### config.mk
export PLATFORM = sky130hd
export DESIGN_NAME = i2c_tgt
export DESIGN_NICKNAME = d
export VERILOG_FILES = /design/src/rtl/i2c_tgt_pkg.sv /design/src/rtl/i2c_tgt_sync.sv /design/src/rtl/i2c_tgt_engine.sv /design/src/rtl/i2c_tgt_regs.sv /design/src/rtl/i2c_tgt.sv
export SDC_FILE = /design/constraint.sdc
export NUM_CORES = 1
export LEC_CHECK = 0
export ABC_AREA = 0
export ABC_CLOCK_PERIOD_IN_PS = 1700
export BUFFER_PORTS_ARGS = -buffer_cell sky130_fd_sc_hd__buf_2
export CAP_MARGIN = 20
export CORE_MARGIN = 1
export CORE_UTILIZATION = 40
export DETAILED_ROUTE_END_ITERATION = 10
export GPL_TIMING_DRIVEN = 0
export SYNTH_ARGS = -nofsm -noshare
export SYNTH_HDL_FRONTEND = slang
export SYNTH_HIERARCHICAL = 1
export SYNTH_SLANG_ARGS = --single-unit
export TNS_END_PERCENT = 50
### constraint.sdc
create_clock -name clk -period 1.7 [get_ports clk]
set_input_delay 0.085 -clock clk [delete_from_list [all_inputs] [get_ports clk]]
set_output_delay 0.085 -clock clk [all_outputs]
set_load 0.01 [all_outputs]
### src/rtl/i2c_tgt_pkg.sv
package i2c_tgt_pkg;

  typedef enum logic [3:0] {
    ST_IDLE,
    ST_ADDR,
    ST_ACK_A,
    ST_RX,
    ST_ACK_R,
    ST_HOLD,
    ST_TX,
    ST_TX_ACK,
    ST_SKIP
  } tgt_state_t;

  // status bit positions
  localparam int unsigned SB_FULL   = 0;
  localparam int unsigned SB_DATA   = 1;
  localparam int unsigned SB_READ   = 2;
  localparam int unsigned SB_OVF    = 3;
  localparam int unsigned SB_HOLD   = 4;
  localparam int unsigned SB_LOADED = 5;

  // control strobe bit positions
  localparam int unsigned CB_RELEASE = 0;
  localparam int unsigned CB_OVF_CLR = 3;

  localparam logic SEL_BUF = 1'b0;
  localparam logic SEL_CSR = 1'b1;

endpackage

### src/rtl/i2c_tgt_sync.sv
module i2c_tgt_sync #(
  parameter int STAGES = 2
) (
  input  logic clk,
  input  logic rst_n,
  input  logic scl_i,
  input  logic sda_i,
  output logic scl_s,
  output logic sda_s,
  output logic scl_rise,
  output logic scl_fall,
  output logic start_det,
  output logic stop_det
);

  localparam int LINES = 2;

  logic [LINES-1:0]  raw;
  logic [STAGES-1:0] chain [LINES];
  logic [LINES-1:0]  last_q;

  assign raw = {sda_i, scl_i};

  for (genvar l = 0; l < LINES; l++) begin : g_line
    always_ff @(posedge clk or negedge rst_n) begin
      if (!rst_n) chain[l] <= '1;
      else        chain[l] <= {chain[l][STAGES-2:0], raw[l]};
    end
  end

  assign scl_s = chain[0][STAGES-1];
  assign sda_s = chain[1][STAGES-1];

  always_ff @(posedge clk or negedge rst_n) begin
    if (!rst_n) last_q <= '1;
    else        last_q <= {sda_s, scl_s};
  end

  assign scl_rise  =  scl_s & ~last_q[0];
  assign scl_fall  = ~scl_s &  last_q[0];
  assign start_det =  scl_s &  last_q[0] & ~sda_s &  last_q[1];
  assign stop_det  =  scl_s &  last_q[0] &  sda_s & ~last_q[1];

endmodule

### src/rtl/i2c_tgt_engine.sv
module i2c_tgt_engine
  import i2c_tgt_pkg::*;
#(
  parameter int BYTE_W = 8,
  localparam int ADDR_W = BYTE_W - 1
) (
  input  logic              clk,
  input  logic              rst_n,
  input  logic [ADDR_W-1:0] own_addr,
  input  logic              sda_s,
  input  logic              scl_rise,
  input  logic              scl_fall,
  input  logic              start_det,
  input  logic              stop_det,
  input  logic              buf_full,
  input  logic              loaded,
  input  logic [BYTE_W-1:0] buf_q,
  input  logic              tx_take,
  output logic              scl_oe,
  output logic              sda_oe,
  output logic              irq,
  output logic              in_hold,
  output logic              ev_clr,
  output logic              ev_addr,
  output logic              ev_rx,
  output logic              ev_ovf,
  output logic [BYTE_W-1:0] rx_byte
);

  localparam int CNT_W = $clog2(BYTE_W + 1);

  tgt_state_t        st_q, st_d;
  logic [CNT_W-1:0]  cnt_q, cnt_d;
  logic [BYTE_W-1:0] sh_q, sh_d;
  logic [BYTE_W-1:0] tx_q, tx_d;
  logic              sda_q, sda_d;
  logic              scl_q, scl_d;
  logic              mack_q, mack_d;
  logic              irq_q, irq_d;
  logic              byte_done;

  assign byte_done = (cnt_q == CNT_W'(BYTE_W));

  always_comb begin
    st_d    = st_q;
    cnt_d   = cnt_q;
    sh_d    = sh_q;
    tx_d    = tx_q;
    sda_d   = sda_q;
    scl_d   = scl_q;
    mack_d  = mack_q;
    irq_d   = 1'b0;
    ev_clr  = 1'b0;
    ev_addr = 1'b0;
    ev_rx   = 1'b0;
    ev_ovf  = 1'b0;
    if (stop_det || start_det) begin
      st_d   = start_det ? ST_ADDR : ST_IDLE;
      cnt_d  = '0;
      sda_d  = 1'b0;
      scl_d  = 1'b0;
      mack_d = 1'b0;
      ev_clr = 1'b1;
    end else begin
      unique case (st_q)
        ST_ADDR, ST_RX: begin
          if (scl_rise && !byte_done) begin
            sh_d  = {sh_q[BYTE_W-2:0], sda_s};
            cnt_d = cnt_q + 1'b1;
          end else if (scl_fall && byte_done) begin
            cnt_d = '0;
            if (st_q == ST_ADDR) begin
              if (sh_q[BYTE_W-1:1] == own_addr) begin
                ev_addr = 1'b1;
                irq_d   = 1'b1;
                sda_d   = 1'b1;
                st_d    = ST_ACK_A;
              end else begin
                st_d = ST_SKIP;
              end
            end else begin
              irq_d = 1'b1;
              st_d  = ST_ACK_R;
              if (buf_full) begin
                ev_ovf = 1'b1;
              end else begin
                ev_rx = 1'b1;
                sda_d = 1'b1;
              end
            end
          end
        end
        ST_ACK_A: begin
          if (scl_fall) begin
            sda_d = 1'b0;
            if (sh_q[0]) begin
              st_d  = ST_HOLD;
              scl_d = 1'b1;
            end else begin
              st_d = ST_RX;
            end
          end
        end
        ST_ACK_R: begin
          if (scl_fall) begin
            sda_d = 1'b0;
            st_d  = ST_RX;
          end
        end
        ST_HOLD: begin
          if (tx_take) begin
            tx_d  = buf_q;
            scl_d = 1'b0;
            sda_d = ~buf_q[BYTE_W-1];
            cnt_d = '0;
            st_d  = ST_TX;
          end else begin
            sda_d = loaded & ~buf_q[BYTE_W-1];
          end
        end
        ST_TX: begin
          if (scl_fall) begin
            if (cnt_q == CNT_W'(BYTE_W - 1)) begin
              st_d  = ST_TX_ACK;
              sda_d = 1'b0;
              cnt_d = '0;
            end else begin
              tx_d  = {tx_q[BYTE_W-2:0], 1'b0};
              sda_d = ~tx_q[BYTE_W-2];
              cnt_d = cnt_q + 1'b1;
            end
          end
        end
        ST_TX_ACK: begin
          if (scl_rise) begin
            mack_d = ~sda_s;
            irq_d  = ~sda_s;
          end else if (scl_fall) begin
            if (mack_q) begin
              st_d  = ST_HOLD;
              scl_d = 1'b1;
            end else begin
              st_d = ST_SKIP;
            end
          end
        end
        default: ;
      endcase
    end
  end

  always_ff @(posedge clk or negedge rst_n) begin
    if (!rst_n) begin
      st_q   <= ST_IDLE;
      cnt_q  <= '0;
      sh_q   <= '0;
      tx_q   <= '0;
      sda_q  <= 1'b0;
      scl_q  <= 1'b0;
      mack_q <= 1'b0;
      irq_q  <= 1'b0;
    end else begin
      st_q   <= st_d;
      cnt_q  <= cnt_d;
      sh_q   <= sh_d;
      tx_q   <= tx_d;
      sda_q  <= sda_d;
      scl_q  <= scl_d;
      mack_q <= mack_d;
      irq_q  <= irq_d;
    end
  end

  assign scl_oe  = scl_q;
  assign sda_oe  = sda_q;
  assign irq     = irq_q;
  assign in_hold = (st_q == ST_HOLD);
  assign rx_byte = sh_q;

endmodule

### src/rtl/i2c_tgt_regs.sv
module i2c_tgt_regs
  import i2c_tgt_pkg::*;
#(
  parameter int BYTE_W = 8
) (
  input  logic              clk,
  input  logic              rst_n,
  input  logic              cpu_wr,
  input  logic              cpu_rd,
  input  logic              cpu_sel,
  input  logic [BYTE_W-1:0] cpu_wdata,
  output logic [BYTE_W-1:0] cpu_rdata,
  input  logic              ev_clr,
  input  logic              ev_addr,
  input  logic              ev_rx,
  input  logic              ev_ovf,
  input  logic [BYTE_W-1:0] rx_byte,
  input  logic              in_hold,
  output logic [BYTE_W-1:0] buf_q,
  output logic              loaded_q,
  output logic              full_q,
  output logic              data_q,
  output logic              read_q,
  output logic              ovf_q,
  output logic              tx_take
);

  logic [BYTE_W-1:0] buf_d, csr;
  logic loaded_d, full_d, data_d, read_d, ovf_d;
  logic wr_buf, rd_buf, wr_csr, rel_req;

  assign wr_buf  = cpu_wr & (cpu_sel == SEL_BUF);
  assign rd_buf  = cpu_rd & (cpu_sel == SEL_BUF);
  assign wr_csr  = cpu_wr & (cpu_sel == SEL_CSR);
  assign rel_req = wr_csr & cpu_wdata[CB_RELEASE];
  assign tx_take = in_hold & rel_req & loaded_q;

  always_comb begin
    buf_d    = buf_q;
    loaded_d = loaded_q;
    full_d   = full_q;
    data_d   = data_q;
    read_d   = read_q;
    ovf_d    = ovf_q;
    if (ev_rx)       buf_d = rx_byte;
    else if (wr_buf) buf_d = cpu_wdata;
    if (tx_take)     loaded_d = 1'b0;
    else if (wr_buf) loaded_d = 1'b1;
    if (ev_rx)       full_d = 1'b1;
    else if (rd_buf) full_d = 1'b0;
    if (ev_clr) begin
      data_d = 1'b0;
      read_d = 1'b0;
    end else if (ev_addr) begin
      data_d = 1'b0;
      read_d = rx_byte[0];
    end else if (ev_rx || ev_ovf) begin
      data_d = 1'b1;
    end
    if (ev_ovf)                               ovf_d = 1'b1;
    else if (wr_csr && cpu_wdata[CB_OVF_CLR]) ovf_d = 1'b0;
  end

  always_ff @(posedge clk or negedge rst_n) begin
    if (!rst_n) begin
      buf_q    <= '0;
      loaded_q <= 1'b0;
      full_q   <= 1'b0;
      data_q   <= 1'b0;
      read_q   <= 1'b0;
      ovf_q    <= 1'b0;
    end else begin
      buf_q    <= buf_d;
      loaded_q <= loaded_d;
      full_q   <= full_d;
      data_q   <= data_d;
      read_q   <= read_d;
      ovf_q    <= ovf_d;
    end
  end

  always_comb begin
    csr            = '0;
    csr[SB_FULL]   = full_q;
    csr[SB_DATA]   = data_q;
    csr[SB_READ]   = read_q;
    csr[SB_OVF]    = ovf_q;
    csr[SB_HOLD]   = in_hold;
    csr[SB_LOADED] = loaded_q;
  end

  assign cpu_rdata = (cpu_sel == SEL_CSR) ? csr : buf_q;

endmodule

### src/rtl/i2c_tgt.sv
module i2c_tgt #(
  parameter int BYTE_W      = 8,
  parameter int SYNC_STAGES = 2,
  localparam int ADDR_W     = BYTE_W - 1
) (
  input  logic              clk,
  input  logic              rst_n,
  input  logic [ADDR_W-1:0] own_addr,
  input  logic              scl_i,
  input  logic              sda_i,
  output logic              scl_oe,
  output logic              sda_oe,
  input  logic              cpu_wr,
  input  logic              cpu_rd,
  input  logic              cpu_sel,
  input  logic [BYTE_W-1:0] cpu_wdata,
  output logic [BYTE_W-1:0] cpu_rdata,
  output logic              irq
);

  logic [1:0] rst_pipe;
  logic       rst_int;

  always_ff @(posedge clk or negedge rst_n) begin
    if (!rst_n) rst_pipe <= '0;
    else        rst_pipe <= {rst_pipe[0], 1'b1};
  end
  assign rst_int = rst_pipe[1];

  logic scl_s, sda_s, scl_rise, scl_fall, start_det, stop_det;
  logic full_f, data_f, read_f, ovf_f, loaded_f, in_hold, tx_take;
  logic ev_clr, ev_addr, ev_rx, ev_ovf;
  logic [BYTE_W-1:0] buf_q, rx_byte;

  i2c_tgt_sync #(.STAGES(SYNC_STAGES)) u_sync (
    .clk(clk), .rst_n(rst_int), .scl_i(scl_i), .sda_i(sda_i),
    .scl_s(scl_s), .sda_s(sda_s), .scl_rise(scl_rise), .scl_fall(scl_fall),
    .start_det(start_det), .stop_det(stop_det)
  );

  i2c_tgt_engine #(.BYTE_W(BYTE_W)) u_eng (
    .clk(clk), .rst_n(rst_int), .own_addr(own_addr), .sda_s(sda_s),
    .scl_rise(scl_rise), .scl_fall(scl_fall), .start_det(start_det),
    .stop_det(stop_det), .buf_full(full_f), .loaded(loaded_f), .buf_q(buf_q),
    .tx_take(tx_take), .scl_oe(scl_oe), .sda_oe(sda_oe), .irq(irq),
    .in_hold(in_hold), .ev_clr(ev_clr), .ev_addr(ev_addr), .ev_rx(ev_rx),
    .ev_ovf(ev_ovf), .rx_byte(rx_byte)
  );

  i2c_tgt_regs #(.BYTE_W(BYTE_W)) u_regs (
    .clk(clk), .rst_n(rst_int), .cpu_wr(cpu_wr), .cpu_rd(cpu_rd),
    .cpu_sel(cpu_sel), .cpu_wdata(cpu_wdata), .cpu_rdata(cpu_rdata),
    .ev_clr(ev_clr), .ev_addr(ev_addr), .ev_rx(ev_rx), .ev_ovf(ev_ovf),
    .rx_byte(rx_byte), .in_hold(in_hold), .buf_q(buf_q), .loaded_q(loaded_f),
    .full_q(full_f), .data_q(data_f), .read_q(read_f), .ovf_q(ovf_f),
    .tx_take(tx_take)
  );

endmodule

Word level (Yosys, flattened, before mapping)
Index checks and enable logic that the tools add are counted. Widths: inputs -> output; s select.

Add/sub/neg operators: 1. Equal/unequal tests: 28. Mux-type cells: 88. Bitwise gates (word level): 22. Reductions and logical operators: 28.

Operators with widths (number): $mux 4 (19); $mux 1 (56); $ne 3x1->1 const B (9); $mux 8 (3); $pmux 4 s6 (1); $mux 7 (3); $eq 4x3->1 const B (5); $reduce_bool 2->1 (8); $and 1x1->1 (14); $pmux 7 s2 (1); $reduce_and 7->1 (2); $pmux 4 s3 (1); $reduce_and 10->1 (1); $eq 4x2->1 const B (2); $not 1->1 (8); $reduce_bool 4->1 (2); $eq 7x7->1 (1); $reduce_bool 7->1 (1); $ne 3x2->1 const B (2); $reduce_and 5->1 (1); $reduce_bool 5->1 (1); $add 4x1->4 const B (1); $eq 4x1->1 const B (1); $eq 4x4->1 const B (1); other kinds (18) (23).

Bits in registers: 48. Input port bits: 22. Output and inout port bits: 11. Word-level logic and storage cells: 185.

Depth between registers and ports, before layout
Gate-level depths: netlist of the first run.

Depth in word-level cells: 11. Depth in mapped cells: 12. Gate-level depth less buffers: 10.

Cells and area by module
The synthesis of the first run kept the hierarchy.

Modules (own cells, without submodules): i2c_tgt_engine (times used 1, cells each 194, area each 1810.5 um^2, sequential area each 675.6 um^2); i2c_tgt_regs (times used 1, cells each 77, area each 745.7 um^2, sequential area each 325.3 um^2); i2c_tgt_sync (times used 1, cells each 10, area each 190.2 um^2, sequential area each 157.7 um^2); i2c_tgt (times used 1, cells each 3, area each 53.8 um^2, sequential area each 50.0 um^2).

Least setup slack after synthesis of the first run
OpenSTA, ideal clock, no wires.

Kind: reg-to-reg. Start point: register u_eng.st_q[1]. End point: register u_eng.st_q[0]. Setup time: 125 ps. Data arrival time: 2512 ps. Required time: 1575 ps. Setup slack: -937 ps. Stages on the path, launching flop included: 11. Path buffers: 1. Clock period less this slack: 2637 ps. Cell sequence: dfrtp_1 clkbuf_1 nand3b_1 inv_1 nand2_1 nor2_1 and4bb_1 a211oi_2 or3b_4 a21oi_4 mux2_4.

Elaborated cells on any way between the ends: 26. Classes of those cells: eq/ne: 16; mux: 5; bitwise: 2; reduce/logical: 3.

RTL lines: start, declared (line i2c_tgt_engine.sv:32) `tgt_state_t st_q, st_d;`; start signal, assigned (line i2c_tgt_engine.sv:163) `st_q <= st_d;`; $eq 4x3->1 (line i2c_tgt_engine.sv:177) `assign in_hold = (st_q == ST_HOLD);`; named net in_hold (line i2c_tgt.sv:31) `logic full_f, data_f, read_f, ovf_f, loaded_f, in_hold, tx_take;`; $and 1x1->1 (2 in series) (line i2c_tgt_regs.sv:36) `assign tx_take = in_hold & rel_req & loaded_q;`; named net tx_take (line i2c_tgt.sv:31); $ne 3x2->1 (no line); $reduce_and 10->1 (no line).

The timed path passes the listed nets, and every way through them passes these cells. The select of a mux whose other input is x is not followed. A chain may end at the register's enable or synchronous reset.

Worst setup path in the final report of the first run
Start point: register u_eng.st_q[3]. End point: register u_eng.st_q[3].

Same word-level chain as after synthesis.

==> results of run 1 <==
-- flip-flops by register name, summed over array words and instances (netlist names), 2 cells and up --
register and count:
rst_pipe 2, u_eng/rx_byte 8, u_regs/buf_q 8, u_eng/tx_q 7, u_sync/last_q 2, u_eng/cnt_q 4, u_eng/st_q 4, u_sync/chain 2
-- path summary, 6_finish.rpt --
kind                                                 to  slack (ps)                 startpoint  cells past startpoint
setup / recovery              u_eng/st_q[3]$_DFFE_PN0P_        -690  u_eng/st_q[3]$_DFFE_PN0P_                     10
hold / removal                u_regs/full_q$_DFFE_PN0P_          60                     cpu_rd                      3
setup reg to reg              u_eng/st_q[3]$_DFFE_PN0P_        -690  u_eng/st_q[3]$_DFFE_PN0P_                     10
hold reg to reg            u_eng/rx_byte[1]$_DFFE_PN0P_         210      rst_pipe[1]$_DFF_PN0_                      0
max in group asynchronous      u_eng/sda_oe$_DFFE_PN0P_        1000      rst_pipe[1]$_DFF_PN0_                      1
min in group asynchronous         rst_pipe[1]$_DFF_PN0_          70                      rst_n                      2
-- cells in the mapped netlist (4+ instances only) --
library cell and count:
nand3b_1 6, a21o_1 4, dfrtp_1 42, dfstp_2 6, mux2i_1 8, nand2_1 35
nor2b_1 4, inv_1 17, nand4bb_1 8, nor4_1 4, nand3_1 8, clkbuf_1 5
mux2_1 8, nor2_1 15, o311ai_1 8, o31ai_1 4, o21ai_0 11, xor2_1 6
o21ai_1 8
-- critical path, delay by kind of cell, from the launching register on --
family	cells	cell delay, ps
multiplexers	1	320
AO/OA/AOI/OAI	2	380
buffers and inverters	1	100
AND/OR/NAND/NOR	6	1080
flip-flops	1	380
-- power by group --
group	switching (W)	internal, W	total (W)	leakage (nW)
registers	0.000267	0.00144	0.00171	0.603
logic	0.00135	0.00135	0.00270	1.03
clock network	0.000403	0.000333	0.000736	0.0516
-- per-layer routing --
layer,vias up,track usage,wire [um]
li1,1178,-,-
met1,1196,0.2776,3250
met2,68,0.3331,3547
met3,7,0.03561,355
met4,0,0.05606,68
met5,-,0,0
-- cell type report --
cell class	count	area, um2	share of cell area
Multi-Input combinational cell	203	1668	0.4458
Buffer	14	125.1	0.03344
Clock buffer	6	82.58	0.02207
Timing Repair Buffer	66	450.4	0.1204
Tap cell	96	120.1	0.03211
Sequential cell	48	1210	0.3234
Clock inverter	2	13.76	0.003679
Inverter	18	71.32	0.01906
-- metrics by stage --
step	setup slack [ps]	utilization
2_1_floorplan	-765.2	-
5_1_grt	-782.4	0.5506
3_3_place_gp	-1118	0.4661
3_5_place_dp	-1113	0.4692
6_report	-690.1	0.5506
4_1_cts	-798.1	0.5385
-- logic make-up after synthesis --
group                    count (synthesis)  synth area share
XOR/XNOR                                 7           0.02189
multiplexers                            19           0.07686
AO/OA/AOI/OAI                           64            0.1667
buffers and inverters                   33           0.05764
other                                    1          0.001339
AND/OR/NAND/NOR                        110            0.2350
flip-flops                              48            0.4316
adder cells (fa/ha/maj)                  2          0.008935
-- placed cells by master (no fill, tap or decap), drive strengths merged, types with 8 or more instances in the layout --
cell     netlist  final
buf           10     74
clkbuf         5      9
dfrtp         42     42
inv           18     18
mux2          11     11
mux2i          8      8
nand2         35     35
nand3          8      8
nand4bb        8      8
nor2          15     15
o21ai         19     19
o311ai         8      8
-- repair_timing --
item / 4_1_cts / 5_1_grt
setup buffers: 25 / 10
hold buffers: 3 / 0
gates resized for setup: 40 / 22
endpoints found under the setup margin: 38 / 39
endpoints found under the hold margin: 4 / 0
pin swaps: 19 / 10
cloned: 1 / 0
==> run summary, run 1 <==
Final Cycle Share -> 1.406
I/O Pins -> 33
CTS Buf Count -> 5
Initial DRC Count -> 147
VDD IR-drop max -> 0.4721 mV
Share of layout cells above drive strength 1 -> 0.4174
Syn Nets -> 308
Tmin final -> 2390 ps
Critical path endpoint category -> register
Die Ht -> 85.67 um
Post-synth top area share -> 0.3753
Most area-consuming cells after synthesis -> dfrtp_1, dfstp_2, nand2_1, mux2_1, nand4bb_1
Initial Util -> 0.4122
Worst Tran Pin Value -> 509.7 ps
# clock sinks -> 48
Largest net degree at the start of global routing -> 29
Register area share after synthesis -> 0.4316
Fin. max-slew vios -> 0
FF+latch count, synth -> 48
Routability congestion estimate -> 0.9149
Root buffer cell -> clkbuf_8
Synthesized area -> 2800 um2
Final TNS setup -> -10180 ps
Port bufs -> 32
Failing checks -> negative setup slack
Final Routed Wirelength -> 7.221 mm
Worst-Skew Late Latency -> 310 ps
Crit path DAT -> 2580 ps
Max_slew headroom -> 0.6570
DRT Pass-1 Iters -> 4
Die outline width -> 85.67 um
Total track usage -> 0.2031
Endpoints failing setup -> 36
Area Overhead vs Synth -> 33.60%
Area after DPL -> 3188 um2
Ant diodes -> 0
Final nets -> 380
Clock skew -> 6.577 ps
Maximum clock rate -> 418.4 MHz
Critical path's largest stage delay -> 410 ps
Startpoint types -> register
CTS Buffer Depth -> 2
Site row count -> 30
Post-route design area -> 3741 um2
Post-Syn Instances -> 284
Setup Crit Path Kind -> reg -> reg
Fillers -> 614
Yosys warning total -> 6
Routed len/inst -> 15.94 um
Worst-path clk slew -> 90 ps
Placed cell count -> 413
Total grt overflow -> 0
HP Class -> in -> reg
Crit path max fanout -> 4
Final setup margin -> -690.1 ps
Post-synth EDFFs -> 0
Post-detail-place hpwl -> 5.015 mm
Status -> finished, violations left
DRC Markers -> 0
Initial antenna violation count -> 0
Unrepaired setup endpoints after global routing -> yes
Critical Path, Cell by Cell -> and2b_2 -> nand3b_1 -> inv_2 -> nand2_4 -> nor2_4 -> and4bb_1 -> a211oi_2 -> or3b_4 -> a21oi_4 -> mux2_4
Synth cell types -> 63
Core area -> 6794 um2
Top cell type by total area after synthesis -> dfrtp_1
Crit path required time -> 1890 ps
CTS tree -> yes
Slowest stage cell, crit path -> or3b_4
Cell Pwr Density -> 1375 nW/um2
Post-synth top flop -> dfrtp_1
Hold slack -> 64.49 ps
Total Die Area -> 7339 um2
Final hold viol count -> 0
Post-route total power -> 0.005142 W
First-pass GRT wire length -> 11.54 mm
Vias/cell -> 5.406
Async set-or-reset flop fraction in the synthesized netlist -> 1.000
Vias in the first global route -> 2305
H-tree depth -> 2
Non-filler instance count after layout -> 453
Syn_area_per_cell -> 9.860 um2
Total number of vias -> 2449
Post-DRT Antenna Nets -> 0
Leak Pwr -> 1.684 nW
Max cap viols -> 0
(Power assumes the default switching activity.)
==> inputs of run 2 (changes only) <==
Settings changed: ABC_AREA 0 to 1.
==> run 2 against run 1 <==
Effect of this change: die area down 0.22%; non-clock buffer count decreased by 5; maximum frequency rose by 24%; largest power group unchanged; synthesized cell count rose by 33%; the flow still finishes with violations (negative setup slack); via count is 8.1% higher.
==> run summary, run 2 <==
CTS Buffer Depth -> 2 (unchanged)
Routability congestion estimate -> 0.9048 (-1.1%)
Maximum clock rate -> 517.2 MHz (+24%)
Syn Nets -> 403 (+31%)
Worst Setup SP -> u_sync/last_q[1]$_DFF_PN1_
Most common cell after layout, fill and taps aside -> nand2_1
Initial Util -> 0.4135 (+0.001364)
First-pass GRT wire length -> 11.73 mm (+1.7%)
Worst-Skew Late Latency -> 300 ps (about the same)
Worst-path clk slew -> 90 ps (about the same)
Total track usage -> 0.2035 (+0.0003814)
Die outline width -> 85.58 um (-0.11%)
Share of layout cells above drive strength 1 -> 0.3546 (-0.06274)
Syn_area_per_cell -> 7.372 um2 (-25%)
Highest-count cells in the layout ignoring fill and taps -> nand2_1, dfrtp_1, inv_1
Yosys warning total -> 6 (unchanged)
Status -> finished, violations left
Tmin final -> 1933 ps (-456.7 ps)
# clock sinks -> 48 (unchanged)
Largest net degree at the start of global routing -> 32 (+10%)
Synth Area in Compound Gates -> 0.09449 (-0.07217)
Most frequent CP cell -> nand2_1
Final Cycle Share -> 1.137 (-0.2687)
Crit path max fanout -> 7 (+3)
Initial antenna violation count -> 0 (unchanged)
Synth Area in XOR/XNOR -> 0.02821 (+0.006319)
Critical Path, Cell by Cell -> inv_2 -> nand2_4 -> nor2_4 -> nor2_4 -> nand3_2 -> nor2_2 -> inv_2 -> nor3_4 -> inv_4 -> buf_6 -> nand2_1 -> nand2_1 -> nand2_1 -> nand2_1
Util after Layout -> 0.5426 (-0.008052)
Initial DRC Count -> 225 (+53%)
Crit path required time -> 1900 ps (about the same)
Async set-or-reset flop fraction in the synthesized netlist -> 1.000 (unchanged)
Endpoints failing setup -> 33 (-8.3%)
Post-detail-place hpwl -> 4.878 mm (-2.7%)
Post-synth top flop -> dfrtp_1
Startpoint types -> register
Vias in the first global route -> 2538 (+10%)
Post-synthesis adder-cell area fraction -> 0.008957 (+0.00002001)
Post-Syn Instances -> 379 (+33%)
Synth Area in Simple Gates -> 0.3260 (+0.09099)
CTS tree -> yes
Post-synth top area share -> 0.3762 (+0.0008404)
Synth cell count leaders -> nand2_1, inv_1, dfrtp_1, nand3_1, nor2_1
Critical R2R Launch -> u_sync/last_q[1]$_DFF_PN1_
Critical path's largest stage delay -> 550 ps (+140 ps)
Routed len/inst -> 13.43 um (-16%)
Leak Pwr -> 1.851 nW (+9.9%)
Register area share after synthesis -> 0.4326 (+0.0009665)
DRC Markers -> 0 (unchanged)
Fin. max-slew vios -> 0 (unchanged)
Most frequent cell after synthesis -> nand2_1
Setup Crit Path Kind -> reg -> reg
I/O Pins -> 33 (unchanged)
Final nets -> 477 (+26%)
Cell Pwr Density -> 1246 nW/um2 (-9.4%)
H-tree depth -> 2 (unchanged)
FF+latch count, synth -> 48 (unchanged)
Crit path DAT -> 2140 ps (-440 ps)
Final setup margin -> -233.4 ps (+456.7 ps)
Ant diodes -> 0 (unchanged)
Post-route total power -> 0.004567 W (-11%)
Top cell type by total area after synthesis -> dfrtp_1
Final hold viol count -> 0 (unchanged)
Vias/cell -> 4.957 (-8.3%)
Root buffer cell -> clkbuf_8
Total grt overflow -> 0 (unchanged)
Post-synth EDFFs -> 0 (unchanged)
Port bufs -> 31 (-3.1%)
Total number of vias -> 2647 (+8.1%)
DRT Pass-1 Iters -> 5 (+1)
Clock skew -> 12.09 ps (+5.512 ps)
Post-DRT Antenna Nets -> 0 (unchanged)
Total Die Area -> 7323 um2 (-0.22%)
Critical path endpoint category -> register
VDD IR-drop max -> 0.5706 mV (+21%)
Largest family of logic cells by synthesized area -> simple AND/OR/NAND/NOR gates
Unrepaired setup endpoints after global routing -> yes
Max cap viols -> 0 (unchanged)
Area Overhead vs Synth -> 31.21%
Site row count -> 30 (unchanged)
Core area -> 6756 um2 (-0.55%)
Critical Path Sink -> u_regs/buf_q[4]$_DFFE_PN0P_
R2R depth -> 14 (+4)
Reg2reg end -> u_regs/buf_q[4]$_DFFE_PN0P_
Die Ht -> 85.58 um (-0.11%)
Final Routed Wirelength -> 7.172 mm (-0.68%)
CTS Buf Count -> 5 (unchanged)
Pre-CTS setup slack -> -479.3 ps (+633.4 ps)
HP Class -> in -> reg
Most area-consuming cells after synthesis -> dfrtp_1, nand2_1, nand3_1, inv_1, dfstp_2
FF-to-FF setup slack -> -230 ps (+460 ps)
Synthesized area -> 2794 um2 (-0.22%)
Failing checks -> negative setup slack
Slowest stage cell, crit path -> dfstp_2
Final TNS setup -> -3594 ps (+6590 ps)
Post-synthesis mux area share -> 0.01881 (-0.05805)
Synth cell types -> 34 (-46%)
==> run 2: cell families (layout without fill, tap and decap cells) <==
| group | Yosys count | after routing |
|---|---|---|
| multiplexers | 4 | 4 |
| flip-flops | 48 | 48 |
| XOR/XNOR | 9 | 9 |
| adder cells (fa/ha/maj) | 2 | 2 |
| other | 1 | 1 |
| AND/OR/NAND/NOR | 211 | 211 |
| AO/OA/AOI/OAI | 47 | 47 |
| buffers and inverters | 57 | 132 |
==> run 2: worst min-delay path by stage <==
stage / start / endpoint / slack, ps / cells after the start
2_1_floorplan: rst_n / rst_pipe[0]$_DFF_PN0_ / -210 / 0
5_1_grt: rst_n / rst_pipe[1]$_DFF_PN0_ / 80 / 2
4_1_cts: cpu_sel / u_regs/full_q$_DFFE_PN0P_ / 60 / 3
3_5_place_dp: rst_n / rst_pipe[0]$_DFF_PN0_ / -130 / 1
3_3_place_gp: rst_n / rst_pipe[0]$_DFF_PN0_ / -130 / 1
6_report: cpu_sel / u_regs/full_q$_DFFE_PN0P_ / 60 / 3
==> run 2: critical path: cells and delay by family, from the launching register on <==
| kind | cells | cell delay, ps |
|---|---|---|
| buffers and inverters | 4 | 330 |
| flip-flops | 1 | 550 |
| AND/OR/NAND/NOR | 10 | 960 |
==> run 2: final cells by class <==
| type | instances | area, um2 |
|---|---|---|
| buffer | 8 | 75.07 |
| clock buffer | 6 | 72.57 |
| clock inverter | 2 | 12.51 |
| fill | 642 | 3090 |
| inverter | 49 | 188.9 |
| multi-input combinational | 274 | 1534 |
| sequential | 48 | 1211 |
| tap | 80 | 100.1 |
| timing repair buffer | 67 | 471.7 |
==> run 2: where the power goes <==
group          switching, W  leakage (nW)  internal (W)  total (W)
registers          0.000267         0.593       0.00145    0.00172
logic               0.00129          1.22      0.000886    0.00218
clock network      0.000386        0.0412      0.000288   0.000674
total               0.00194          1.85       0.00262    0.00457
==> run 2: per-layer routing <==
metal / routed length [um] / track usage
met1: 3339 / 0.2892
met2: 3498 / 0.3331
met3: 286 / 0.03272
met4: 48 / 0.03636
met5: 0 / 0
==> run 2: per-stage QoR <==
stage          hold slack, ps  instance area, um2  instances
3_3_place_gp           -129.8                3067        490
4_1_cts                 55.75                3475        526
5_1_grt                 76.88                3666        534
3_5_place_dp           -128.8                3088        491
6_report                59.10                3666        534
2_1_floorplan          -210.6                2811        379
==> run 2: repair_timing <==
action                                  in CTS  in global routing
gates cloned                                 2                  0
hold buffers                                 4                  0
endpoints found under the setup margin      37                 38
buffers inserted                            21                  8
pin swaps                                   15                 26
hold endpoints to repair                     5                  0
resized for setup                           34                 51
